## src/rtl/echo_pkg.sv

```systemverilog
// Package: shared types and helpers for the batched echo controller.
// Assumes: nothing beyond IEEE 1800-2017.
package echo_pkg;

    typedef enum logic [1:0] {
        ST_WAIT    = 2'd0,   // collecting, waiting for rx_avail
        ST_ACK     = 2'd1,   // one-cycle read acknowledge
        ST_TXWAIT  = 2'd2,   // sending, waiting for tx_empty
        ST_TXPULSE = 2'd3    // one-cycle write strobe
    } echo_state_e;

endpackage

```

## src/rtl/echo_ctrl_fsm.sv

```systemverilog
// Module: sequencing FSM of the batched echo controller.
// Assumes: batch_full and last_slot come from the byte store and are
// registered-state based; rx_avail and tx_empty are synchronous to clk.
module echo_ctrl_fsm
    import echo_pkg::*;
(
    input  logic        clk,
    input  logic        rst_n,
    input  logic        rx_avail,
    input  logic        tx_empty,
    input  logic        batch_full,
    input  logic        last_slot,
    output echo_state_e st,
    output logic        capture,
    output logic        load_tx,
    output logic        advance
);

    echo_state_e st_nx;

    // Next-state selection for the collect / acknowledge / send loop.
    always_comb begin
        st_nx = st;
        case (st)
            ST_WAIT:    if (rx_avail) st_nx = ST_ACK;
            ST_ACK:     st_nx = batch_full ? ST_TXWAIT : ST_WAIT;
            ST_TXWAIT:  if (tx_empty) st_nx = ST_TXPULSE;
            ST_TXPULSE: st_nx = last_slot ? ST_WAIT : ST_TXWAIT;
            default:    st_nx = ST_WAIT;
        endcase
    end

    // State register with synchronous active-low reset.
    always_ff @(posedge clk) begin
        if (!rst_n) st <= ST_WAIT;
        else        st <= st_nx;
    end

    // Event pulses consumed by the byte store and LED view.
    assign capture = (st == ST_WAIT) && rx_avail;
    assign load_tx = (st == ST_TXWAIT) && tx_empty;
    assign advance = (st == ST_TXPULSE);


    ack_single_chk: assert property (@(posedge clk) disable iff (!rst_n)
        (st == ST_ACK) |=> (st != ST_ACK));


    write_after_empty_chk: assert property (@(posedge clk) disable iff (!rst_n)
        (st == ST_TXPULSE) |-> $past(tx_empty));


    no_ack_in_send_chk: assert property (@(posedge clk) disable iff (!rst_n)
        (st == ST_TXWAIT && rx_avail && !tx_empty) |=> (st == ST_TXWAIT));

endmodule

```

## src/rtl/echo_byte_store.sv

```systemverilog
// Module: batch buffer, received-byte counter and transmit register.
// Assumes: capture never arrives when the batch is full (the FSM leaves
// collection first); BATCH is at least 2.
module echo_byte_store #(
    parameter int DW    = 8,
    parameter int BATCH = 4,
    localparam int CW   = $clog2(BATCH + 1),
    localparam int IW   = $clog2(BATCH)
) (
    input  logic          clk,
    input  logic          rst_n,
    input  logic          capture,
    input  logic          load_tx,
    input  logic          advance,
    input  logic [DW-1:0] rx_byte,
    output logic [CW-1:0] count,
    output logic [DW-1:0] tx_byte,
    output logic          batch_full,
    output logic          last_slot
);

    logic [DW-1:0] mem [BATCH];
    logic [IW-1:0] rd_idx;

    assign batch_full = (count == CW'(BATCH));
    assign last_slot  = (rd_idx == IW'(BATCH - 1));

    // Store incoming bytes at the slot selected by the running count.
    always_ff @(posedge clk) begin
        if (capture) mem[count[IW-1:0]] <= rx_byte;
    end

    // Registered byte counter: +1 per stored byte, clear after last write.
    always_ff @(posedge clk) begin
        if (!rst_n)                     count <= '0;
        else if (capture)               count <= count + CW'(1);
        else if (advance && last_slot)  count <= '0;
    end

    // Read pointer walks the buffer in arrival order during sending.
    always_ff @(posedge clk) begin
        if (!rst_n)       rd_idx <= '0;
        else if (advance) rd_idx <= last_slot ? '0 : rd_idx + IW'(1);
    end

    // Transmit register, loaded one cycle before the write strobe.
    always_ff @(posedge clk) begin
        if (!rst_n)        tx_byte <= '0;
        else if (load_tx)  tx_byte <= mem[rd_idx];
    end


    count_bound_chk: assert property (@(posedge clk) disable iff (!rst_n)
        count <= CW'(BATCH));


    count_step_chk: assert property (@(posedge clk) disable iff (!rst_n)
        capture |=> count == $past(count) + CW'(1));


    count_clear_chk: assert property (@(posedge clk) disable iff (!rst_n)
        (advance && last_slot) |=> count == '0);

endmodule

```

## src/rtl/echo_led_view.sv

```systemverilog
// Module: LED display register showing the last stored byte bit-reversed.
// Assumes: capture marks the edge on which rx_byte is accepted.
module echo_led_view #(
    parameter int DW = 8
) (
    input  logic          clk,
    input  logic          rst_n,
    input  logic          capture,
    input  logic [DW-1:0] rx_byte,
    output logic [DW-1:0] led
);

    logic [DW-1:0] flipped;

    // Reverse the bit order of the incoming byte.
    for (genvar i = 0; i < DW; i++) begin : g_flip
        assign flipped[i] = rx_byte[DW-1-i];
    end

    // Display register updated on each accepted byte.
    always_ff @(posedge clk) begin
        if (!rst_n)       led <= '0;
        else if (capture) led <= flipped;
    end


    led_hold_chk: assert property (@(posedge clk) disable iff (!rst_n)
        !capture |=> $stable(led));

endmodule

```

## src/rtl/echo_batcher.sv

```systemverilog
// Module: top of the batched UART echo controller. Collects BATCH bytes
// from a UART's parallel receive side, then writes them back in order.
// Assumes: rx_avail stays high until rd_ack is seen; tx_empty is high
// whenever the transmitter can take a byte; rx_err is informational only.
module echo_batcher #(
    parameter int DW    = 8,
    parameter int BATCH = 4,
    parameter int EW    = 3,
    localparam int CW   = $clog2(BATCH + 1)
) (
    input  logic          clk,
    input  logic          rst_n,
    input  logic [DW-1:0] rx_byte,
    input  logic          rx_avail,
    input  logic          tx_empty,
    input  logic [EW-1:0] rx_err,
    output logic [DW-1:0] tx_byte,
    output logic          rd_ack,
    output logic          wr_stb,
    output logic [DW-1:0] led,
    output logic [CW-1:0] count
);
    import echo_pkg::*;

    echo_state_e st;
    logic        capture;
    logic        load_tx;
    logic        advance;
    logic        batch_full;
    logic        last_slot;
    logic        unused_err;

    // Error flags are accepted but deliberately have no effect.
    assign unused_err = ^rx_err;

    echo_ctrl_fsm u_fsm (
        .clk        (clk),
        .rst_n      (rst_n),
        .rx_avail   (rx_avail),
        .tx_empty   (tx_empty),
        .batch_full (batch_full),
        .last_slot  (last_slot),
        .st         (st),
        .capture    (capture),
        .load_tx    (load_tx),
        .advance    (advance)
    );

    echo_byte_store #(.DW(DW), .BATCH(BATCH)) u_store (
        .clk        (clk),
        .rst_n      (rst_n),
        .capture    (capture),
        .load_tx    (load_tx),
        .advance    (advance),
        .rx_byte    (rx_byte),
        .count      (count),
        .tx_byte    (tx_byte),
        .batch_full (batch_full),
        .last_slot  (last_slot)
    );

    echo_led_view #(.DW(DW)) u_led (
        .clk     (clk),
        .rst_n   (rst_n),
        .capture (capture),
        .rx_byte (rx_byte),
        .led     (led)
    );

    // Strobes decoded from the registered state.
    assign rd_ack = (st == ST_ACK);
    assign wr_stb = (st == ST_TXPULSE);


    strobe_excl_chk: assert property (@(posedge clk) disable iff (!rst_n)
        !(rd_ack && wr_stb));


    ack_after_store_chk: assert property (@(posedge clk) disable iff (!rst_n)
        rd_ack |-> $past(rx_avail) && !$past(rd_ack) && !$past(wr_stb));

endmodule

```

## config.mk

```make
export PLATFORM = sky130hd
export DESIGN_NAME = echo_batcher
export DESIGN_NICKNAME = d
export VERILOG_FILES = /design/src/rtl/echo_pkg.sv /design/src/rtl/echo_ctrl_fsm.sv /design/src/rtl/echo_byte_store.sv /design/src/rtl/echo_led_view.sv /design/src/rtl/echo_batcher.sv
export SDC_FILE = /design/constraint.sdc
export NUM_CORES = 1
export LEC_CHECK = 0
export ABC_AREA = 1
export BUFFER_PORTS_ARGS = -buffer_cell sky130_fd_sc_hd__buf_2
export CORE_MARGIN = 5
export CORE_UTILIZATION = 55
export DETAILED_ROUTE_END_ITERATION = 7
export PLACE_DENSITY = 0.81
export SLEW_MARGIN = 20
export SYNTH_ARGS = -nofsm -noshare
export SYNTH_HDL_FRONTEND = slang
export SYNTH_SLANG_ARGS = --single-unit
```

## constraint.sdc

```tcl
create_clock -name clk -period 1.6 [get_ports clk]
set_input_delay 0.08 -clock clk [delete_from_list [all_inputs] [get_ports clk]]
set_output_delay 0.08 -clock clk [all_outputs]
set_load 0.05 [all_outputs]
```

==> results of run 1 <==
==> worst max-delay path by stage <==
stage                        startpoint                          end  cells past startpoint
6_report       u_fsm.st[1]$_SDFFE_PN0P_                       wr_stb                      3
5_1_grt        u_fsm.st[1]$_SDFFE_PN0P_                       wr_stb                      3
2_1_floorplan  u_fsm.st[0]$_SDFFE_PN0P_     u_fsm.st[1]$_SDFFE_PN0P_                      4
3_5_place_dp   u_fsm.st[1]$_SDFFE_PN0P_  u_store.mem[3][5]$_DFFE_PP_                      3
3_3_place_gp   u_fsm.st[1]$_SDFFE_PN0P_  u_store.mem[0][4]$_DFFE_PP_                      4
4_1_cts        u_fsm.st[1]$_SDFFE_PN0P_                       wr_stb                      3
==> cells in the mapped netlist <==
library cell / count
nor3_1: 1
buf_4: 1
edfxtp_1: 32
a21oi_1: 12
o21ai_1: 6
nand3_4: 1
nor2_1: 26
nor2_4: 1
nand2_2: 1
nand2_1: 61
o21ai_0: 5
o211ai_1: 1
ha_1: 5
inv_2: 1
clkinv_2: 1
buf_1: 1
inv_1: 20
nand2_4: 1
dfxtp_1: 23
inv_4: 2
buf_6: 3
a21oi_2: 2
buf_8: 1
nand3_2: 1
buf_2: 2
nand3_1: 18
==> kinds of logic after synthesis <==
logic type               share of synthesized area [%]
buffers and inverters                             7.34
AO/OA/AOI/OAI                                     6.18
AND/OR/NAND/NOR                                   21.1
adder cells (fa/ha/maj)                           2.76
flip-flops                                        62.7
==> power groups by stage <==
stage,logic [mW],clock network (mW),registers [mW]
2_1_floorplan,0.123,0,1.70
3_3_place_gp,0.280,0,1.61
3_5_place_dp,0.286,0,1.62
4_1_cts,0.287,0.894,1.58
5_1_grt,0.311,0.939,1.59
6_report,0.284,0.868,1.58
==> registers in the layout (all words and copies together), names as in the netlist <==
signal / count
u_led.led: 8
u_store.mem: 32
u_store.rd_idx: 2
u_store.count: 3
u_store.tx_byte: 8
u_fsm.st: 2
==> cell type report <==
| type | instances | area share [%] |
|---|---|---|
| flip-flops and latches | 55 | 55.5 |
| multi-input cells | 142 | 26.5 |
| repair buffers | 37 | 7.70 |
| inverters | 24 | 3.75 |
| clock buffers | 7 | 2.97 |
| well taps | 50 | 2.44 |
| clock inverters | 1 | 1.17 |
==> metrics by stage <==
| stage | cells | hold WS (ps) | utilization, % | setup slack [ps] | area, sq um |
|---|---|---|---|---|---|
| final | 316 | 19.1 | 64.2 | 174 | 2570 |
| after global routing | 316 | 2.57 | 64.2 | 81.9 | 2570 |
| after CTS | 316 | 3.21 | 64.2 | 155 | 2570 |
| after detailed placement | 308 | 327 | 61.5 | 309 | 2460 |
| after global placement | 308 | 317 | 61.5 | 338 | 2460 |
| after floorplan | 229 | 179 | - | 101 | 2270 |
==> worst max-delay path: stages (launching register included) <==
cell	delay, ps
dfxtp_1	530
nand2_1	180
inv_1	80
buf_2	250
==> routing by layer <==
layer / share of wire (%) / global-route usage, %
met5: 0 / 0
met4: 2.1 / 7.31
met3: 5.9 / 4.73
met2: 47 / 23.0
met1: 45 / 16.6
==> flow_summary.json, run 1 <==
{
  "cp-end-kind": "output port",
  "critPathLaunchType": "register",
  "min_to": "u_store.mem[3][7]$_DFFE_PP_",
  "fin_skew_ps": 6.05,
  "fin_tns_setup_ps": 0,
  "layout_commonest_cell": "nand2_1",
  "power.share.clock_pct": 31.7,
  "hold_buffers": 0,
  "start_util_pct": 56.7,
  "io_pins": 36,
  "drive_above_1_share_pct": 21.1,
  "viasPerCell": 4.87,
  "drv_cap": 0,
  "p_leak_nw": 1.14,
  "antenna_cells": 0,
  "reg2reg_to": "u_store.mem[0][1]$_DFFE_PP_",
  "synth_top_area_share_pct": 42.4,
  "fillers": 320,
  "num_vias": 1540,
  "status": "finished clean",
  "wire_per_inst_microns": 11.5,
  "die_width_microns": 74.2,
  "hpwl_microns": 2670,
  "yosys.area.top_type": "edfxtp_1",
  "h-tree-depth": 2,
  "cts_sinks": 55,
  "clk_latency_ps": 300,
  "period_minus_slack_ps": 1430,
  "hp-start": "rx_byte[7]",
  "first_iter_violations": 59,
  "p_int_mw": 2.10,
  "clockRootBuffer": "clkbuf_8",
  "p_per_area_nw_per_um2": 1070,
  "die_h_microns": 74.2,
  "multiInputGateArea_sq_um": 681,
  "ctsResizeCount": 0,
  "power.switching_mw": 0.634,
  "grt_pass1_vias": 1360,
  "rsz0062_at_grt": "no",
  "finalHoldViolations": 0,
  "regArea_sq_um": 1420,
  "fin_crit_sh_pct": 89.1,
  "clk_pin_slew_worst_paths_ps": 90,
  "slew_viol_final": 0,
  "holdPathStages": 1,
  "finalPower_mw": 2.73,
  "grt_pass1_wl_microns": 5780,
  "reg2reg_slack_ps": 290,
  "ant_nets": 0,
  "antenna_found_initial": 0,
  "cts_tree": "yes",
  "io_buffers": 32,
  "p_comb_share_pct": 10.4,
  "setup_viol": 0,
  "die_area_sq_um": 5510,
  "final_nets": 285,
  "sw_frac_of_total_pct": 23.2,
  "worstRegToRegCells": 4,
  "gp_congestion": 0.726,
  "drcViolationCount": 0,
  "synth.area.top_cells": "edfxtp_1, dfxtp_1, nand2_1, nor2_1, nand3_1",
  "row_count": 23,
  "max_freq_ghz": 0.701,
  "grt_max_degree": 23,
  "r2r-start": "u_fsm.st[1]$_SDFFE_PN0P_",
  "yosys_warnings": 0,
  "layout_common_cells": "nand2_1, buf_2, edfxtp_1, nor2_1, dfxtp_1",
  "critical_path_class": "register to output port",
  "syn_inst": 229,
  "grt_overflow": 0,
  "synth_area_sq_um": 2270,
  "numCtsBuffers": 5,
  "grt_usage_pct": 14.1,
  "worst_pin_slew_ps": 359,
  "cp.required_ps": 1520,
  "clock_path_buffers": 2,
  "irDropWorstVdd_mv": 0.775,
  "syn_to_final_growth_pct": 13.2,
  "yosysSeqAreaShare_pct": 62.7,
  "syn_avg_cell_area_sq_um": 9.91,
  "seqPwrFrac_pct": 57.9,
  "coreArea_sq_um": 4000,
  "firstDrtPassIters": 4,
  "syn-num-nets": 249,
  "cp.arrival_ps": 1350,
  "yosys.cell_types.count": 26,
  "path_max_fanout": 7,
  "ys_seq_elements": 55,
  "wl_microns": 3650,
  "cts_setup_buffers": 0,
  "hp-class": "primary input to register",
  "relSlewSlack_pct": 76.1
}
(Power assumes the default switching activity.)
==> run 2: changes to the inputs <==
==> constraint.sdc (replaced) <==
create_clock -name clk -period 1.6 [get_ports clk]
set_input_delay 0.24 -clock clk [delete_from_list [all_inputs] [get_ports clk]]
set_output_delay 0.24 -clock clk [all_outputs]
set_load 0.05 [all_outputs]
==> flow_summary.json, run 2 (same netlist as run 1, synthesis figures left out) <==
{
  "fin_area_sq_um": 2570,
  "finalPower_mw": 2.75,
  "die_h_microns": 74.2,
  "worst_pin_slew_ps": 364,
  "fin_skew_ps": 9.63,
  "layout_commonest_cell": "nand2_1",
  "hpwl_microns": 2740,
  "path_max_fanout": 6,
  "die_area_sq_um": 5510,
  "post-place-ws_ps": 312,
  "hp-class": "primary input to register",
  "crit_buf_inv": 2,
  "setup_ws_ps": 133,
  "drive_above_1_share_pct": 21.8,
  "grt_overflow": 0,
  "cp.arrival_ps": 1230,
  "cts_setup_buffers": 0,
  "coreArea_sq_um": 4000,
  "gp_congestion": 0.726,
  "num_vias": 1559,
  "firstDrtPassIters": 4,
  "p_leak_nw": 1.14,
  "ctsResizeCount": 1,
  "status": "finished clean",
  "slowest_delay_ps": 420,
  "grt_max_degree": 23,
  "first_iter_violations": 93,
  "drv_cap": 0,
  "final_nets": 285,
  "setup_viol": 0,
  "fillers": 330,
  "io_pins": 36,
  "ant_nets": 0,
  "h-tree-depth": 2,
  "clk_pin_slew_worst_paths_ps": 90,
  "viasPerCell": 4.93,
  "cts_sinks": 55,
  "row_count": 23,
  "final_util_pct": 64.2,
  "largest_register_ffs": 32,
  "cp.required_ps": 1360,
  "antenna_found_initial": 0,
  "cp_cell_sequence": "inv_2 -> nor2_1 -> buf_2",
  "grt_pass1_wl_microns": 6360,
  "syn_to_final_growth_pct": 13.3,
  "crit_slowest_cell": "dfxtp_2",
  "relSlewSlack_pct": 75.7,
  "hold_buffers": 0,
  "rsz0062_at_grt": "no",
  "grt_pass1_vias": 1444,
  "irDropWorstVdd_mv": 0.665,
  "start_util_pct": 56.7,
  "numCtsBuffers": 5,
  "wire_per_inst_microns": 12.1,
  "fin_crit_sh_pct": 91.7,
  "layout_common_cells": "nand2_1, buf_2, edfxtp_1, nor2_1, inv_1",
  "drcViolationCount": 0,
  "place_area_sq_um": 2460,
  "max_freq_ghz": 0.681,
  "grt_usage_pct": 15.3,
  "period_minus_slack_ps": 1470,
  "critPathLaunchType": "register",
  "fin_tns_setup_ps": 0,
  "clk_latency_ps": 300,
  "clockRootBuffer": "clkbuf_8",
  "cts_tree": "yes",
  "critical_path_class": "register to output port",
  "p_per_area_nw_per_um2": 1070,
  "wl_microns": 3820,
  "die_width_microns": 74.2,
  "io_buffers": 32,
  "slew_viol_final": 0,
  "finalHoldViolations": 0,
  "clock_path_buffers": 2,
  "cp-end-kind": "output port",
  "critPathTopFamily": "flip-flops",
  "antenna_cells": 0
}
[run 2: cell counts in the layout (fill, tap and decap cells not counted)]
Identical to the previous run, type by type.
[run 2: final timing paths]
kind | slack [ps] | cells past startpoint | startpoint | end
min | 170 | 1 | rx_byte[0] | u_store.mem[2][0]$_DFFE_PP_
min reg2reg | 480 | 2 | u_led.led[3]$_SDFFE_PN0P_ | u_led.led[3]$_SDFFE_PN0P_
max | 130 | 3 | u_fsm.st[0]$_SDFFE_PN0P_ | rd_ack
max reg2reg | 290 | 5 | u_store.count[0]$_SDFFE_PN0P_ | u_store.mem[0][1]$_DFFE_PP_
[run 2: layer usage]
| layer | share of wire [%] | vias to the layer above | GRT usage (%) |
|---|---|---|---|
| li1 | - | 813 | - |
| met1 | 44 | 702 | 19.6 |
| met2 | 49 | 42 | 24.0 |
| met3 | 5.9 | 2 | 4.32 |
| met4 | 1.1 | 0 | 7.51 |
| met5 | 0 | - | 0 |
[run 2: where the power goes]
group,switching (mW),internal (mW)
sequential,0.0262,1.56
combinational,0.210,0.0765
clock,0.408,0.468
total,0.644,2.10
[run 2: layout make-up]
class                           instances  area (sq um)  share of cell area [%]
Multi-Input combinational cell        142           681                    26.5
Clock buffer                            7          76.3                    2.97
Clock inverter                          1          30.0                    1.17
Timing Repair Buffer                   37           198                    7.69
Inverter                               24          96.3                    3.75
Sequential cell                        55          1430                    55.5
Tap cell                               50          62.6                    2.43
[run 2: per-stage QoR]
step,instances,hold slack [ps]
3_5_place_dp,308,473
5_1_grt,316,168
6_report,316,171
4_1_cts,316,158
2_1_floorplan,229,339
3_3_place_gp,308,460
==> run 3: changes to the inputs <==
--- a/config.mk
+++ b/config.mk
@@ -7,7 +7,6 @@
 export LEC_CHECK = 0
 export ABC_AREA = 1
 export BUFFER_PORTS_ARGS = -buffer_cell sky130_fd_sc_hd__buf_2
-export CORE_MARGIN = 5
 export CORE_UTILIZATION = 55
 export DETAILED_ROUTE_END_ITERATION = 7
 export PLACE_DENSITY = 0.81
==> constraint.sdc (replaced) <==
create_clock -name clk -period 1.6 [get_ports clk]
set_input_delay 0.32 -clock clk [delete_from_list [all_inputs] [get_ports clk]]
set_output_delay 0.32 -clock clk [all_outputs]
set_load 0.05 [all_outputs]
==> flow_summary.json, run 3 (same netlist as run 1, synthesis figures left out) <==
{
  "antenna_found_initial": 0,
  "die_area_sq_um": 4390,
  "ctsResizeCount": 3,
  "min_to": "u_store.mem[2][7]$_DFFE_PP_",
  "clock_path_buffers": 2,
  "setup_viol": 0,
  "grt_overflow": 0,
  "clk_pin_slew_worst_paths_ps": 90,
  "final_cells": 314,
  "status": "finished clean",
  "p_leak_nw": 1.13,
  "critPathLaunchType": "register",
  "r2r-start": "u_store.count[0]$_SDFFE_PN0P_",
  "antenna_cells": 0,
  "finalHoldViolations": 0,
  "reg2reg_to": "u_store.mem[0][0]$_DFFE_PP_",
  "cp.arrival_ps": 1200,
  "row_count": 22,
  "grt_max_degree": 23,
  "io_buffers": 32,
  "irDropWorstVdd_mv": 0.803,
  "wire_per_inst_microns": 11.5,
  "gp_congestion": 0.760,
  "syn_to_final_growth_pct": 12.5,
  "grt_pass1_vias": 1377,
  "critical_path_class": "register to output port",
  "rsz0062_at_grt": "no",
  "holdPathStages": 1,
  "cp.required_ps": 1280,
  "clk_latency_ps": 300,
  "slew_viol_final": 0,
  "first_iter_violations": 73,
  "hold_buffers": 0,
  "drcViolationCount": 0,
  "wl_microns": 3610,
  "hp-start": "rx_byte[7]",
  "period_minus_slack_ps": 1520,
  "crit_slowest_cell": "dfxtp_2",
  "final_util_pct": 67.2,
  "num_vias": 1517,
  "max_freq_ghz": 0.658,
  "slowest_delay_ps": 440,
  "drive_above_1_share_pct": 22.2,
  "worstRegToRegCells": 5,
  "start_util_pct": 59.7,
  "worst_pin_slew_ps": 361,
  "holdWs_ps": 254,
  "cp-end-kind": "output port",
  "fin_skew_ps": 6.45,
  "layout_common_cells": "nand2_1, edfxtp_1, buf_2, nor2_1, inv_1",
  "die_width_microns": 66.2,
  "io_pins": 36,
  "relSlewSlack_pct": 75.9,
  "p_per_area_nw_per_um2": 1020,
  "die_h_microns": 66.2,
  "hpwl_microns": 2620,
  "cp_cell_sequence": "nand2_1 -> inv_1 -> buf_2",
  "drv_cap": 0,
  "ant_nets": 0,
  "coreArea_sq_um": 3800,
  "reg2reg_slack_ps": 320,
  "final_nets": 285,
  "viasPerCell": 4.83,
  "h-tree-depth": 2,
  "dpl.cell_count": 306,
  "path_max_fanout": 7,
  "layout_commonest_cell": "nand2_1",
  "fin_tns_setup_ps": 0,
  "numCtsBuffers": 5,
  "clockRootBuffer": "clkbuf_8",
  "cts_tree": "yes",
  "cts_sinks": 55,
  "hp-class": "primary input to register",
  "largest_register_ffs": 32,
  "fin_crit_sh_pct": 94.9,
  "cts_setup_buffers": 0,
  "grt_usage_pct": 19.1,
  "firstDrtPassIters": 4,
  "grt_pass1_wl_microns": 6150
}
-- run 3: cell count changes in the layout (fill, tap and decap cells not counted) --
cell        previous run  this run
inv_6                  0         1
clkinvlp_4             0         1
clkbuf_1               2         1
buf_4                  5         6
buf_2                 32        31
bufinv_16              1         0
-- run 3: cell type report --
| class | count | area, sq um |
|---|---|---|
| well taps | 48 | 60.1 |
| multi-input cells | 142 | 681 |
| flip-flops and latches | 55 | 1430 |
| clock buffers | 6 | 72.6 |
| fillers | 299 | 1250 |
| repair buffers | 37 | 200 |
| inverters | 24 | 96.3 |
| clock inverters | 2 | 16.3 |
-- run 3: per-stage QoR --
stage	total power, mW	area, sq um	worst slack [ps]
after CTS	2.63	2550	68.6
after detailed placement	1.90	2460	278
after global routing	2.71	2550	26.6
final	2.61	2550	80.9
after global placement	1.89	2460	297
after floorplan	1.82	2270	77.6
-- run 3: critical path, delay by kind of cell, from the launching register on --
kind,cells,cell delay [ps]
DFF,1,440
buffers and inverters,2,320
and+or+nand+nor,1,140
-- run 3: worst max-delay path by stage --
stage / start / end / slack (ps) / depth (start not counted)
5_1_grt: u_fsm.st[1]$_SDFFE_PN0P_ / wr_stb / 30 / 3
3_3_place_gp: u_fsm.st[1]$_SDFFE_PN0P_ / wr_stb / 300 / 3
4_1_cts: u_fsm.st[1]$_SDFFE_PN0P_ / wr_stb / 70 / 3
6_report: u_fsm.st[1]$_SDFFE_PN0P_ / wr_stb / 80 / 3
2_1_floorplan: u_fsm.st[0]$_SDFFE_PN0P_ / rd_ack / 80 / 2
3_5_place_dp: u_fsm.st[1]$_SDFFE_PN0P_ / wr_stb / 280 / 3
-- run 3: routing by layer --
| layer | GRT usage, % | up-vias | routed length (microns) | part of all wire (%) |
|---|---|---|---|---|
| li1 | - | 817 | - | - |
| met2 | 30.9 | 41 | 1740 | 48 |
| met4 | 6.91 | 0 | 19 | 0.53 |
| met1 | 25.0 | 657 | 1680 | 47 |
| met3 | 4.66 | 2 | 169 | 4.7 |
| met5 | 0 | - | 0 | 0 |
-- run 3: report_power, final --
group | internal, mW | switching (mW) | total [mW]
Combinational | 0.0774 | 0.208 | 0.286
Sequential | 1.56 | 0.0266 | 1.58
Clock | 0.315 | 0.422 | 0.736
